### src/rtl/pt_pkg.sv
package pt_pkg;

  // next value of an up/down occupancy counter
  function automatic logic [31:0] step_count(input logic [31:0] cur, input logic inc,
                                             input logic dec);
    return cur + {31'd0, inc} - {31'd0, dec};
  endfunction

  // position in a shift queue where a pushed item lands
  function automatic logic [31:0] push_slot(input logic [31:0] fill, input logic pop);
    return fill - {31'd0, pop};
  endfunction

endpackage

### src/rtl/pt_lowest.sv
module pt_lowest #(
  parameter int N = 4,
  localparam int IW = (N > 1) ? $clog2(N) : 1
) (
  input  logic [N-1:0]  req,
  output logic          any,
  output logic [IW-1:0] idx
);
  always_comb begin
    any = |req;
    idx = '0;
    for (int i = N - 1; i >= 0; i--) begin
      if (req[i]) idx = IW'(i);
    end
  end
endmodule

### src/rtl/pt_slot_table.sv
module pt_slot_table #(
  parameter int NSLOT = 8,
  parameter int REC_W = 8,
  localparam int ID_W = $clog2(NSLOT)
) (
  input  logic             clk,
  input  logic             rst_n,
  input  logic             wr,
  input  logic [ID_W-1:0]  wr_id,
  input  logic [REC_W-1:0] wr_rec,
  input  logic             clr,
  input  logic [ID_W-1:0]  clr_id,
  output logic [NSLOT-1:0] busy,
  output logic [REC_W-1:0] rd_rec
);
  logic [REC_W-1:0] rec_q [NSLOT];

  always_ff @(posedge clk) begin
    if (!rst_n) begin
      busy <= '0;
    end else begin
      if (clr) busy[clr_id] <= 1'b0;
      if (wr)  busy[wr_id]  <= 1'b1;
    end
  end

  always_ff @(posedge clk) begin
    if (wr) rec_q[wr_id] <= wr_rec;
  end

  assign rd_rec = rec_q[clr_id];
endmodule

### src/rtl/pt_line_entry.sv
module pt_line_entry #(
  parameter int LINE_W = 16,
  parameter int HREC_W = 6,
  parameter int HDEPTH = 2,
  parameter int CNT_W  = 4,
  localparam int HC_W  = $clog2(HDEPTH + 1)
) (
  input  logic              clk,
  input  logic              rst_n,
  input  logic              alloc,
  input  logic [LINE_W-1:0] alloc_line,
  input  logic              push,
  input  logic [HREC_W-1:0] push_rec,
  input  logic              pop,
  input  logic              inc_na,
  input  logic              dec_na,
  input  logic              dec_at,
  output logic              valid,
  output logic [LINE_W-1:0] line,
  output logic [CNT_W-1:0]  cnt_na,
  output logic [CNT_W-1:0]  cnt_at,
  output logic [HC_W-1:0]   held,
  output logic [HREC_W-1:0] head_rec
);
  logic [HREC_W-1:0] q_mem [HDEPTH];
  logic [CNT_W-1:0]  na_nx, at_nx;
  logic [HC_W-1:0]   held_nx, wr_pos;
  logic              live_nx;

  always_comb begin
    na_nx   = CNT_W'(pt_pkg::step_count(32'(cnt_na), inc_na, dec_na));
    at_nx   = CNT_W'(pt_pkg::step_count(32'(cnt_at), pop, dec_at));
    held_nx = HC_W'(pt_pkg::step_count(32'(held), push, pop));
    wr_pos  = HC_W'(pt_pkg::push_slot(32'(held), pop));
    live_nx = (valid | alloc) && ((na_nx != '0) || (at_nx != '0) || (held_nx != '0));
  end

  always_ff @(posedge clk) begin
    if (!rst_n) begin
      valid  <= 1'b0;
      line   <= '0;
      cnt_na <= '0;
      cnt_at <= '0;
      held   <= '0;
    end else begin
      valid  <= live_nx;
      cnt_na <= na_nx;
      cnt_at <= at_nx;
      held   <= held_nx;
      if (alloc) line <= alloc_line;
    end
  end

  // shift queue: head at position 0
  always_ff @(posedge clk) begin
    if (pop) begin
      for (int k = 0; k < HDEPTH - 1; k++) q_mem[k] <= q_mem[k+1];
    end
    if (push) q_mem[wr_pos] <= push_rec;
  end

  assign head_rec = q_mem[0];
endmodule

### src/rtl/l2_pend_tracker.sv
module l2_pend_tracker #(
  parameter int LINE_W = 16,
  parameter int CU_W   = 4,
  parameter int BYP_W  = 2,
  parameter int NENT   = 4,
  parameter int NSLOT  = 8,
  parameter int HDEPTH = 2,
  localparam int ID_W   = $clog2(NSLOT),
  localparam int EI_W   = $clog2(NENT),
  localparam int CNT_W  = $clog2(NSLOT + 1),
  localparam int HC_W   = $clog2(HDEPTH + 1),
  localparam int HREC_W = CU_W + BYP_W,
  localparam int REC_W  = LINE_W + CU_W + BYP_W + 1 + EI_W
) (
  input  logic              clk,
  input  logic              rst_n,
  input  logic              req_valid,
  output logic              req_ready,
  input  logic [LINE_W-1:0] req_line,
  input  logic              req_atomic,
  input  logic [CU_W-1:0]   req_cu,
  input  logic [BYP_W-1:0]  req_bypass,
  output logic              iss_valid,
  input  logic              iss_ready,
  output logic [ID_W-1:0]   iss_id,
  output logic [LINE_W-1:0] iss_line,
  output logic              iss_atomic,
  output logic [BYP_W-1:0]  iss_bypass,
  input  logic              rsp_valid,
  input  logic [ID_W-1:0]   rsp_id,
  output logic              done_valid,
  output logic [CU_W-1:0]   done_cu,
  output logic [BYP_W-1:0]  done_bypass,
  output logic [LINE_W-1:0] done_line,
  output logic              done_atomic
);
  // per-entry state
  logic              ent_valid [NENT];
  logic [LINE_W-1:0] ent_line  [NENT];
  logic [CNT_W-1:0]  ent_na    [NENT];
  logic [CNT_W-1:0]  ent_at    [NENT];
  logic [HC_W-1:0]   ent_held  [NENT];
  logic [HREC_W-1:0] ent_head  [NENT];

  // flattened views for the checker
  logic [NENT-1:0]       ent_valid_v;
  logic [NENT*CNT_W-1:0] na_flat, at_flat;
  logic [NENT*HC_W-1:0]  held_flat;

  logic [NENT-1:0] hit_v, free_v, rel_v, dec_na_v, dec_at_v;
  logic            hit_any, free_any, rel_any;
  logic [EI_W-1:0] hit_idx, free_idx, rel_idx, tgt_ent;

  logic [NSLOT-1:0] busy;
  logic             slot_any;
  logic [ID_W-1:0]  slot_idx;

  logic ent_ok, rel_go, up_na_ok, up_at_ok;
  logic iss_fire, rel_fire, up_na_fire, up_at_fire;

  logic [REC_W-1:0]  wr_rec, rsp_rec;
  logic              rsp_atomic;
  logic [EI_W-1:0]   rsp_ent;
  logic [CU_W-1:0]   head_cu;
  logic [BYP_W-1:0]  head_byp;

  always_comb begin
    for (int i = 0; i < NENT; i++) begin
      ent_valid_v[i] = ent_valid[i];
      hit_v[i]  = ent_valid[i] && (ent_line[i] == req_line);
      free_v[i] = !ent_valid[i];
      rel_v[i]  = ent_valid[i] && (ent_held[i] != '0) && (ent_na[i] == '0);
      na_flat[i*CNT_W +: CNT_W] = ent_na[i];
      at_flat[i*CNT_W +: CNT_W] = ent_at[i];
      held_flat[i*HC_W +: HC_W] = ent_held[i];
    end
  end

  pt_lowest #(.N(NENT))  i_hit  (.req(hit_v),  .any(hit_any),  .idx(hit_idx));
  pt_lowest #(.N(NENT))  i_free (.req(free_v), .any(free_any), .idx(free_idx));
  pt_lowest #(.N(NENT))  i_rel  (.req(rel_v),  .any(rel_any),  .idx(rel_idx));
  pt_lowest #(.N(NSLOT)) i_slot (.req(~busy),  .any(slot_any), .idx(slot_idx));

  always_comb begin
    tgt_ent  = hit_any ? hit_idx : free_idx;
    ent_ok   = hit_any | free_any;
    rel_go   = rel_any & slot_any;
    {head_cu, head_byp} = ent_head[rel_idx];
    up_na_ok = !req_atomic && ent_ok && slot_any && !rel_go &&
               (!hit_any || (ent_held[hit_idx] == '0));
    up_at_ok = req_atomic && ent_ok &&
               (!hit_any || (32'(ent_held[hit_idx]) < HDEPTH));
    req_ready = (up_na_ok & iss_ready) | up_at_ok;

    iss_valid  = rel_go | (req_valid & up_na_ok);
    iss_id     = slot_idx;
    iss_atomic = rel_go;
    iss_line   = rel_go ? ent_line[rel_idx] : req_line;
    iss_bypass = rel_go ? head_byp : req_bypass;

    iss_fire   = iss_valid & iss_ready;
    rel_fire   = iss_fire & rel_go;
    up_na_fire = iss_fire & !rel_go;
    up_at_fire = req_valid & up_at_ok;

    wr_rec = rel_go ? {ent_line[rel_idx], head_cu, head_byp, 1'b1, rel_idx}
                    : {req_line, req_cu, req_bypass, 1'b0, tgt_ent};
  end

  pt_slot_table #(.NSLOT(NSLOT), .REC_W(REC_W)) i_slots (
    .clk(clk), .rst_n(rst_n),
    .wr(iss_fire), .wr_id(slot_idx), .wr_rec(wr_rec),
    .clr(rsp_valid), .clr_id(rsp_id),
    .busy(busy), .rd_rec(rsp_rec)
  );

  assign {done_line, done_cu, done_bypass, rsp_atomic, rsp_ent} = rsp_rec;
  assign done_valid  = rsp_valid;
  assign done_atomic = rsp_atomic;

  for (genvar g = 0; g < NENT; g++) begin : g_ent
    logic alloc_g, push_g, pop_g, inc_g;
    always_comb begin
      alloc_g     = (up_na_fire | up_at_fire) && !hit_any && (free_idx == EI_W'(g));
      push_g      = up_at_fire && (tgt_ent == EI_W'(g));
      pop_g       = rel_fire && (rel_idx == EI_W'(g));
      inc_g       = up_na_fire && (tgt_ent == EI_W'(g));
      dec_na_v[g] = rsp_valid && !rsp_atomic && (rsp_ent == EI_W'(g));
      dec_at_v[g] = rsp_valid &&  rsp_atomic && (rsp_ent == EI_W'(g));
    end
    pt_line_entry #(.LINE_W(LINE_W), .HREC_W(HREC_W), .HDEPTH(HDEPTH), .CNT_W(CNT_W)) i_entry (
      .clk(clk), .rst_n(rst_n),
      .alloc(alloc_g), .alloc_line(req_line),
      .push(push_g), .push_rec({req_cu, req_bypass}),
      .pop(pop_g), .inc_na(inc_g), .dec_na(dec_na_v[g]), .dec_at(dec_at_v[g]),
      .valid(ent_valid[g]), .line(ent_line[g]), .cnt_na(ent_na[g]), .cnt_at(ent_at[g]),
      .held(ent_held[g]), .head_rec(ent_head[g])
    );
  end
endmodule

### config.mk
export PLATFORM = sky130hd
export DESIGN_NAME = l2_pend_tracker
export DESIGN_NICKNAME = d
export VERILOG_FILES = /design/src/rtl/pt_pkg.sv /design/src/rtl/pt_lowest.sv /design/src/rtl/pt_slot_table.sv /design/src/rtl/pt_line_entry.sv /design/src/rtl/l2_pend_tracker.sv
export SDC_FILE = /design/constraint.sdc
export NUM_CORES = 1
export LEC_CHECK = 0
export BUFFER_PORTS_ARGS = -buffer_cell sky130_fd_sc_hd__clkbuf_2
export CORE_UTILIZATION = 40
export CTS_BUF_LIST = sky130_fd_sc_hd__clkbuf_8
export CTS_CLUSTER_DIAMETER = 40
export DETAILED_ROUTE_END_ITERATION = 7
export HOLD_SLACK_MARGIN = 0.02
export SLEW_MARGIN = 0
export SYNTH_ARGS = -nofsm -noshare
export SYNTH_HDL_FRONTEND = slang
export SYNTH_HIERARCHICAL = 1
export SYNTH_SLANG_ARGS = --single-unit
### constraint.sdc
create_clock -name clk -period 14.38 [get_ports clk]
set_clock_uncertainty 0.05 [all_clocks]
set_input_delay 1.438 -clock clk [delete_from_list [all_inputs] [get_ports clk]]
set_output_delay 1.438 -clock clk [all_outputs]
set_load 0.05 [all_outputs]
* Word level (Yosys, flattened, before mapping)
Memories as Yosys holds them, arrays and structs flattened.
Index checks and enable logic that the tools add are counted.
** Word-level totals
- Bits in registers :: 116
- RAM bits :: 248
- Bits of input ports :: 31
- Output and inout bits :: 48
- Logic and storage cells :: 254
- Memories kept :: 5
** Cells by class
- $add $sub $neg :: 28
- Magnitude comparators :: 7
- Equal/unequal tests :: 16
- Muxes and demuxes :: 58
- Bitwise logic cells :: 21
- Reductions and logical operators :: 98
** Memories
- i_slots.rec_q :: depth 8, width 25, read ports 1, clocked after Yosys merged registers in 0, write ports 1, RTL line pt_slot_table.sv:16 : logic [REC_W-1:0] rec_q [NSLOT];
- g_ent[0].i_entry.q_mem :: depth 2, width 6, read ports 2, clocked after Yosys merged registers in 0, write ports 2, RTL line pt_line_entry.sv:25 : logic [HREC_W-1:0] q_mem [HDEPTH];
- g_ent[1].i_entry.q_mem :: depth 2, width 6, read ports 2, clocked after Yosys merged registers in 0, write ports 2, RTL line pt_line_entry.sv:25
- g_ent[2].i_entry.q_mem :: depth 2, width 6, read ports 2, clocked after Yosys merged registers in 0, write ports 2, RTL line pt_line_entry.sv:25
- g_ent[3].i_entry.q_mem :: depth 2, width 6, read ports 2, clocked after Yosys merged registers in 0, write ports 2, RTL line pt_line_entry.sv:25
** Operators with widths (number)
- $eq 16x16->1 :: 4
- $logic_and 1x1->1 :: 51
- $mux 16 :: 3
- $add 4x1->4 :: 8
- $bmux 16 s2 :: 1
- $mux 2 :: 16
- $reduce_bool 4->1 :: 8
- $sub 4x1->4 :: 8
- $mux 25 :: 1
- $mux 3 :: 8
- $mux 8 :: 3
- $mux 1 :: 20
- $eq 2x2->1 const B :: 8
- $logic_not 4->1 :: 4
- $not 8->8 :: 2
- $reduce_bool 2->1 :: 8
- $bmux 6 s2 :: 1
- $mux 6 :: 2
- $reduce_or 4->1 :: 3
- $logic_not 2->1 :: 5
- $logic_or 1x1->1 :: 10
- $add 2x1->2 :: 4
- $and 8x8->8 :: 1
- $eq 2x1->1 const B :: 4
- 14 further kinds :: 45

* Longest topological paths before layout
- Depth in word-level cells :: 24
- Mapped depth :: 18
- Depth with buffers taken out :: 16

* Cells and area by module
Netlist, hierarchy kept.
** By module, submodules not included
- pt_slot_table :: times used 1, cells an instance 332, area an instance 8055.2 sq um, seq. area each 6165.9 sq um
- pt_line_entry :: times used 4, cells an instance 136, area an instance 1691.6 sq um, seq. area each 900.9 sq um
- l2_pend_tracker :: times used 1, cells an instance 320, area an instance 2260.9 sq um, seq. area each 0.0 sq um
- pt_lowest (i_free ...) :: times used 3, cells an instance 7, area an instance 35.0 sq um, seq. area each 0.0 sq um
- pt_lowest (i_slot) :: times used 1, cells an instance 13, area an instance 81.3 sq um, seq. area each 0.0 sq um

* Worst setup path after synthesis
No wires, ideal clock.
- Kind :: input-to-reg
- Start point :: input req_line[8]
- End point :: memory i_slots/rec_q[0][0] (netlist name) (enable)
- Arrival time :: 6.009 ns
- Required time :: 13.883 ns
- Slack :: 7.875 ns
- Stages :: 14
- Buffers on the path :: 2
- Cell sequence :: clkbuf_1 > xor2_1 > nor4_1 > nand4_1 > nor3_1 > inv_1 > a21oi_2 > buf_6 > mux4_2 > o31ai_4 > nand2_1 > a21boi_1 > nor2b_1 > nor3b_1
** On the way
- Elaborated cells between the ends (all ways) :: 30
- Classes of those cells :: eq/ne: 4; mux: 9; bitwise: 5; reduce/logical: 12
** RTL lines
- start: declaration :: RTL line l2_pend_tracker.sv:19 : input logic [LINE_W-1:0] req_line,
- $eq 16x16->1 :: RTL line l2_pend_tracker.sv:70 : hit_v[i] = ent_valid[i] && (ent_line[i] == req_line);
- $logic_and 1x1->1 :: RTL line l2_pend_tracker.sv:70
- net hit_v[1] :: RTL line l2_pend_tracker.sv:50 : logic [NENT-1:0] hit_v, free_v, rel_v, dec_na_v, dec_at_v;
- $mux 2 (2 in a row) :: RTL line pt_lowest.sv:13 : if (req[i]) idx = IW'(i);
- net hit_idx[0] :: RTL line l2_pend_tracker.sv:52 : logic [EI_W-1:0] hit_idx, free_idx, rel_idx, tgt_ent;
- $not 2->3 (implied by the code) :: RTL line l2_pend_tracker.sv:90 : (!hit_any || (ent_held[hit_idx] == '0));
- $bmux 2 s2 :: RTL line l2_pend_tracker.sv:90
- $mux 2 (implied by the code) (2 in a row) :: RTL line l2_pend_tracker.sv:90
- $logic_not 2->1 :: RTL line l2_pend_tracker.sv:90
- $logic_or 1x1->1 :: RTL line l2_pend_tracker.sv:90
- $logic_and 1x1->1 :: RTL line l2_pend_tracker.sv:89 : up_na_ok = !req_atomic && ent_ok && slot_any && !rel_go &&
- $and 1x1->1 :: RTL line l2_pend_tracker.sv:95 : iss_valid = rel_go | (req_valid & up_na_ok);
- $or 1x1->1 :: RTL line l2_pend_tracker.sv:95
- $and 1x1->1 :: RTL line l2_pend_tracker.sv:101 : iss_fire = iss_valid & iss_ready;
- net iss_fire :: RTL line l2_pend_tracker.sv:59 : logic iss_fire, rel_fire, up_na_fire, up_at_fire;
- $mux 1 :: RTL line pt_slot_table.sv:28 : if (wr) rec_q[wr_id] <= wr_rec;
- $mux 1 (implied by the code) :: RTL line pt_slot_table.sv:28
- end: declaration :: RTL line pt_slot_table.sv:16
The timed path passes the listed nets, and every way through them passes these cells. The select of a mux whose other input is x is not followed.

* Worst setup path after layout
- Start point :: input req_line[11]
- End point :: output req_ready
** On the way
- Elaborated cells between the ends (all ways) :: 31
- Classes of those cells :: order compare: 1; eq/ne: 4; mux: 7; bitwise: 4; reduce/logical: 15
** RTL lines
- $eq 16x16->1 * :: RTL line l2_pend_tracker.sv:70
- $logic_and 1x1->1 * :: RTL line l2_pend_tracker.sv:70
- net hit_v[1] :: RTL line l2_pend_tracker.sv:50
- $mux 2 * (2 in a row) :: RTL line pt_lowest.sv:13
- net hit_idx[0] :: RTL line l2_pend_tracker.sv:52
- $not 2->3 (implied by the code) * :: RTL line l2_pend_tracker.sv:90, l2_pend_tracker.sv:92
- $bmux 2 s2 * :: RTL line l2_pend_tracker.sv:90, l2_pend_tracker.sv:92
- $mux 2 (implied by the code) * (2 in a row) :: RTL line l2_pend_tracker.sv:90, l2_pend_tracker.sv:92
- $logic_not 2->1 :: RTL line l2_pend_tracker.sv:90
- $logic_or 1x1->1 :: RTL line l2_pend_tracker.sv:90
- $logic_and 1x1->1 :: RTL line l2_pend_tracker.sv:89
- $and 1x1->1 :: RTL line l2_pend_tracker.sv:93 : req_ready = (up_na_ok & iss_ready) | up_at_ok;
- $or 1x1->1 * :: RTL line l2_pend_tracker.sv:93
- end: declaration :: RTL line l2_pend_tracker.sv:18 : output logic req_ready,
Mark *: on every way through the listed nets, which the timed path passes. The rest lies on a longest branch. The select of a mux whose other input is x is not followed.

==> results.txt <==
Wire segments on met3 add up to 1.83 mm in the final route. The via total after detailed routing came out at 9832. The tree is rooted in a clkbuf_8. The setup slack after layout is 7.88 ns. The number of hold buffers added after CTS was 0. Summing all placed instances gives a cell area of 18100 sq um. The cell taking the most area after synthesis is edfxtp_1. The worst setup path category is in -> out. The clock network power share is 38.5%.

The flow ran to the end, and the final reports show no timing, DRC or antenna violations. Summing the sequential cell areas from Yosys gives 56.6% of the chip area. The net count after synthesis came out at 1309. Setup repair after global routing left no endpoint under its margin.

The sequential share of power came out at 47.6%. The iteration count of the initial detailed-routing pass is 5. The path class of the tightest hold or removal check is reg -> reg.

The H-tree level count came out at 3. Sorting the synthesized cells by area gives the leading types as edfxtp_1 (43%), dfxtp_1 (13%), mux4_1 (6.2%), mux4_2 (4.3%), xor2_1 (3.9%). The count of max-cap constraint violations came out at 0. The pre-CTS setup slack came out at 7.94 ns. The clock drives 364 sinks.

The post-synthesis share of cell area spent on full adders, half adders and majority gates is 3.83%. The met2 wire length came out at 18.1 mm. The floorplan core area is 42200 sq um. The mux share of post-synthesis cell area came out at 17.6%. The die outline width is 210 microns.

Wires add up to 38.7 mm. After synthesis, the largest family of logic cells by area is multiplexers. The xor and xnor fraction of the mapped netlist area came out at 4.87%. After clock tree synthesis, the setup repair step added 0 buffers. The layout net count came out at 1399. The synthesized-area fraction occupied by and/or/nand/nor cells came out at 9.91%. Among all flip-flop cells after synthesis, the most frequent one is edfxtp_1. The remaining antenna violation count came out at 0.

The count of cells resized by post-cts repair came out at 0. The worst setup path is captured at an output pin. The critical path starts at req_line[11]. The clock transition at the registers of the reported paths is 0.05 ns.

The post-synthesis async set-or-reset flop share is 0%. The headroom to the max-slew limit is 34.6%. VDD sags by at most 45.8 uV.

The final weighted congestion in routability-driven placement came out at 0.853. The wire length per cell is 20.3 microns. The number of distinct standard cells referenced by the synthesized netlist is 51. For this run the aggregate overflow at the end of global routing stands at 0. Synthesis produced 1230 cells. The via count of the first global-routing pass came to 10100. The post-synthesis compound-gate area fraction is 2.80%. The post-detailed-route DRC marker count came out at 0.

Of the cells placed in the final design, the portion with a size suffix greater than 1 is 23.5%. The area growth from synthesis to layout is 12.4%. The vertical die dimension is 210 microns. The number of enable flip-flop cells after synthesis came out at 248. In this run the most critical hold path is launched from i_slots/busy[3].

The synthesized flop and latch total is 364. At the pin with the least slew margin, the transition time is 0.971 ns. TritonCTS created 67 clock buffers. The clock passes through at most 3 buffers. The combined area of all synthesized cells came out at 17300 sq um. The arrival time reported for the critical path endpoint came out at 5.02 ns. The number of core rows came out at 75.

The number of pins exceeding their max-slew limit in the final report is 0. The worst path uses 45.2% of the clock period. The first global-routing pass estimated 59.3 mm of wire. The worst path required time is 12.89 ns. The largest fanout on the critical path came out at 9. 79 I/O pins were placed.

STA classifies the critical path startpoint as an input pin. The worst register-to-register path begins at g_ent[1].i_entry/line[11]. The repair_antennas step left the layout with diodes totalling 0. The internal power summed over all cells is 1830 uW.

The combinational cell fraction of total power came out at 13.8%. Leaving out fill and tap cells, the most frequent cell in the layout is edfxtp_1. Setup violations remaining at the end of the flow were counted as 0. The quantity of I/O buffers inserted on ports is 78.

The area enclosed by the die boundary came out at 44000 sq um. The count of yosys warnings during synthesis is 6. Once detailed placement completed, the half-perimeter wirelength came to 25.1 mm. The setup TNS after final layout is 0 ns. The initial core utilization is 40.9%.

The clock reaches the later pin of the worst-skew pair after 0.60 ns. The initial antenna violation count is 0. The analysis attributes to net switching a power of 667 uW. Entering global routing, the biggest net connects 110 pins.

The TritonCTS clock tree is yes. Subtracting the final worst setup slack from the clock period gives 6.50 ns. The achievable clock frequency is 0.154 GHz. In the final routing, the length of wire on met1 measures 18.1 mm.

The highest signal layer in the routed design is met4. The final hold violation count is 0. After routing the design area is 19400 sq um.

The top cell type by area accounts for 43.1% of the synthesized area. After synthesis, the mean cell area works out to 14.0 sq um. The number of design-rule violations left by the first detailed-router iteration is 720. Dividing the detail-routed via count by the number of cells gives 5.15. Net switching is 26.7% of the power. Global routing used 17.9% of the available tracks across all layers. In this run the static leakage power is 0.00716 uW. Leaving out fill and tap cells, the most frequent cells in the layout are edfxtp_1 (248), dfxtp_1 (116), nand2_1 (92). The areal power density over the cells is 129 nW/um^2.
[routing by layer]
layer | vias up | track usage (%)
met5 | - | 0
met1 | 4914 | 24.2
met4 | 0 | 5.76
li1 | 4635 | -
met3 | 59 | 3.71
met2 | 224 | 28.9
[worst max-delay path, stage by stage]
cell and delay, ns:
clkbuf_2 0.17, xor2_1 0.20, nor4_1 0.48, nand4_1 0.20
nor3_1 0.35, inv_1 0.09, a21oi_2 0.44, mux4_2 0.62
a21oi_1 0.16, nor2_1 0.05, nor3_1 0.44, clkbuf_2 0.37
[metrics by stage]
| stage | hold slack (ns) | power [uW] | util (%) | std cells |
|---|---|---|---|---|
| finish | 0.459 | 2500 | 46.0 | 1910 |
| global route | 0.484 | 2610 | 46.0 | 1910 |
| CTS | 0.456 | 2530 | 46.0 | 1910 |
| detailed placement | 0.449 | 1560 | 42.8 | 1790 |
| global placement | 0.440 | 1550 | 42.8 | 1790 |
| floorplan | 0.407 | 1480 | - | 1230 |
[final cells by class]
type	count	area [sq um]
inverters	75	282
well taps	539	674
clock buffers	78	1070
repair buffers	100	556
fillers	3792	22800
flip-flops and latches	364	9770
multi-input cells	712	6800
clock inverters	42	250
[cells in the mapped netlist (2+ instances only)]
cell type,count
edfxtp_1,248
dfxtp_1,116
nand2_1,92
nor2b_1,83
xor2_1,76
inv_1,74
mux2i_1,66
mux2_2,50
mux4_1,41
ha_1,40
clkbuf_1,34
nor2_1,34
mux4_2,33
and2_1,24
buf_4,24
xnor2_1,20
nor3_1,18
nor4_1,16
nand2b_1,13
o21a_1,13
a21oi_2,11
buf_6,11
nor4_2,9
a21o_1,8
fa_1,8
buf_2,7
o21ai_0,7
a31oi_1,6
a21oi_1,5
and2_2,4
nand3_1,4
nand4_1,4
or3_1,4
and3b_1,3
buf_1,3
nor3b_1,3
a21boi_0,2
a21boi_1,2
o31a_1,2
[final timing paths]
kind	endpoint	slack [ns]	cells after the start
worst max-delay path	req_ready	7.88	12
worst min-delay path	i_slots/busy[3]	0.46	2
worst max register to register	i_slots/rec_q[2][7]	9.26	13
worst min register to register	i_slots/busy[3]	0.46	2
[state kept, by name, summed over array words and instances (netlist names)]
name,count
i_slots/busy,8
g_ent.i_entry/cnt_at,16
g_ent.i_entry/cnt_na,16
g_ent.i_entry/line,64
g_ent.i_entry/q_mem,48
g_ent.i_entry/valid,4
i_slots/rec_q,200
g_ent.i_entry/held,8
[kinds of logic after synthesis]
| logic type | count (synthesis) |
|---|---|
| AND/OR/NAND/NOR | 314 |
| flip-flops | 364 |
| buffers and inverters | 154 |
| XOR/XNOR | 96 |
| adder cells (fa/ha/maj) | 48 |
| AO/OA/AOI/OAI | 64 |
| multiplexers | 190 |
[power groups by stage]
stage          logic (uW)  registers [uW]  clock network [uW]
2_1_floorplan         270            1210                   0
3_3_place_gp          342            1210                   0
3_5_place_dp          347            1210                   0
4_1_cts               349            1190                 991
5_1_grt               376            1190                1040
6_report              346            1190                 963
No activity file was read; power rests on OpenSTA's default activity.
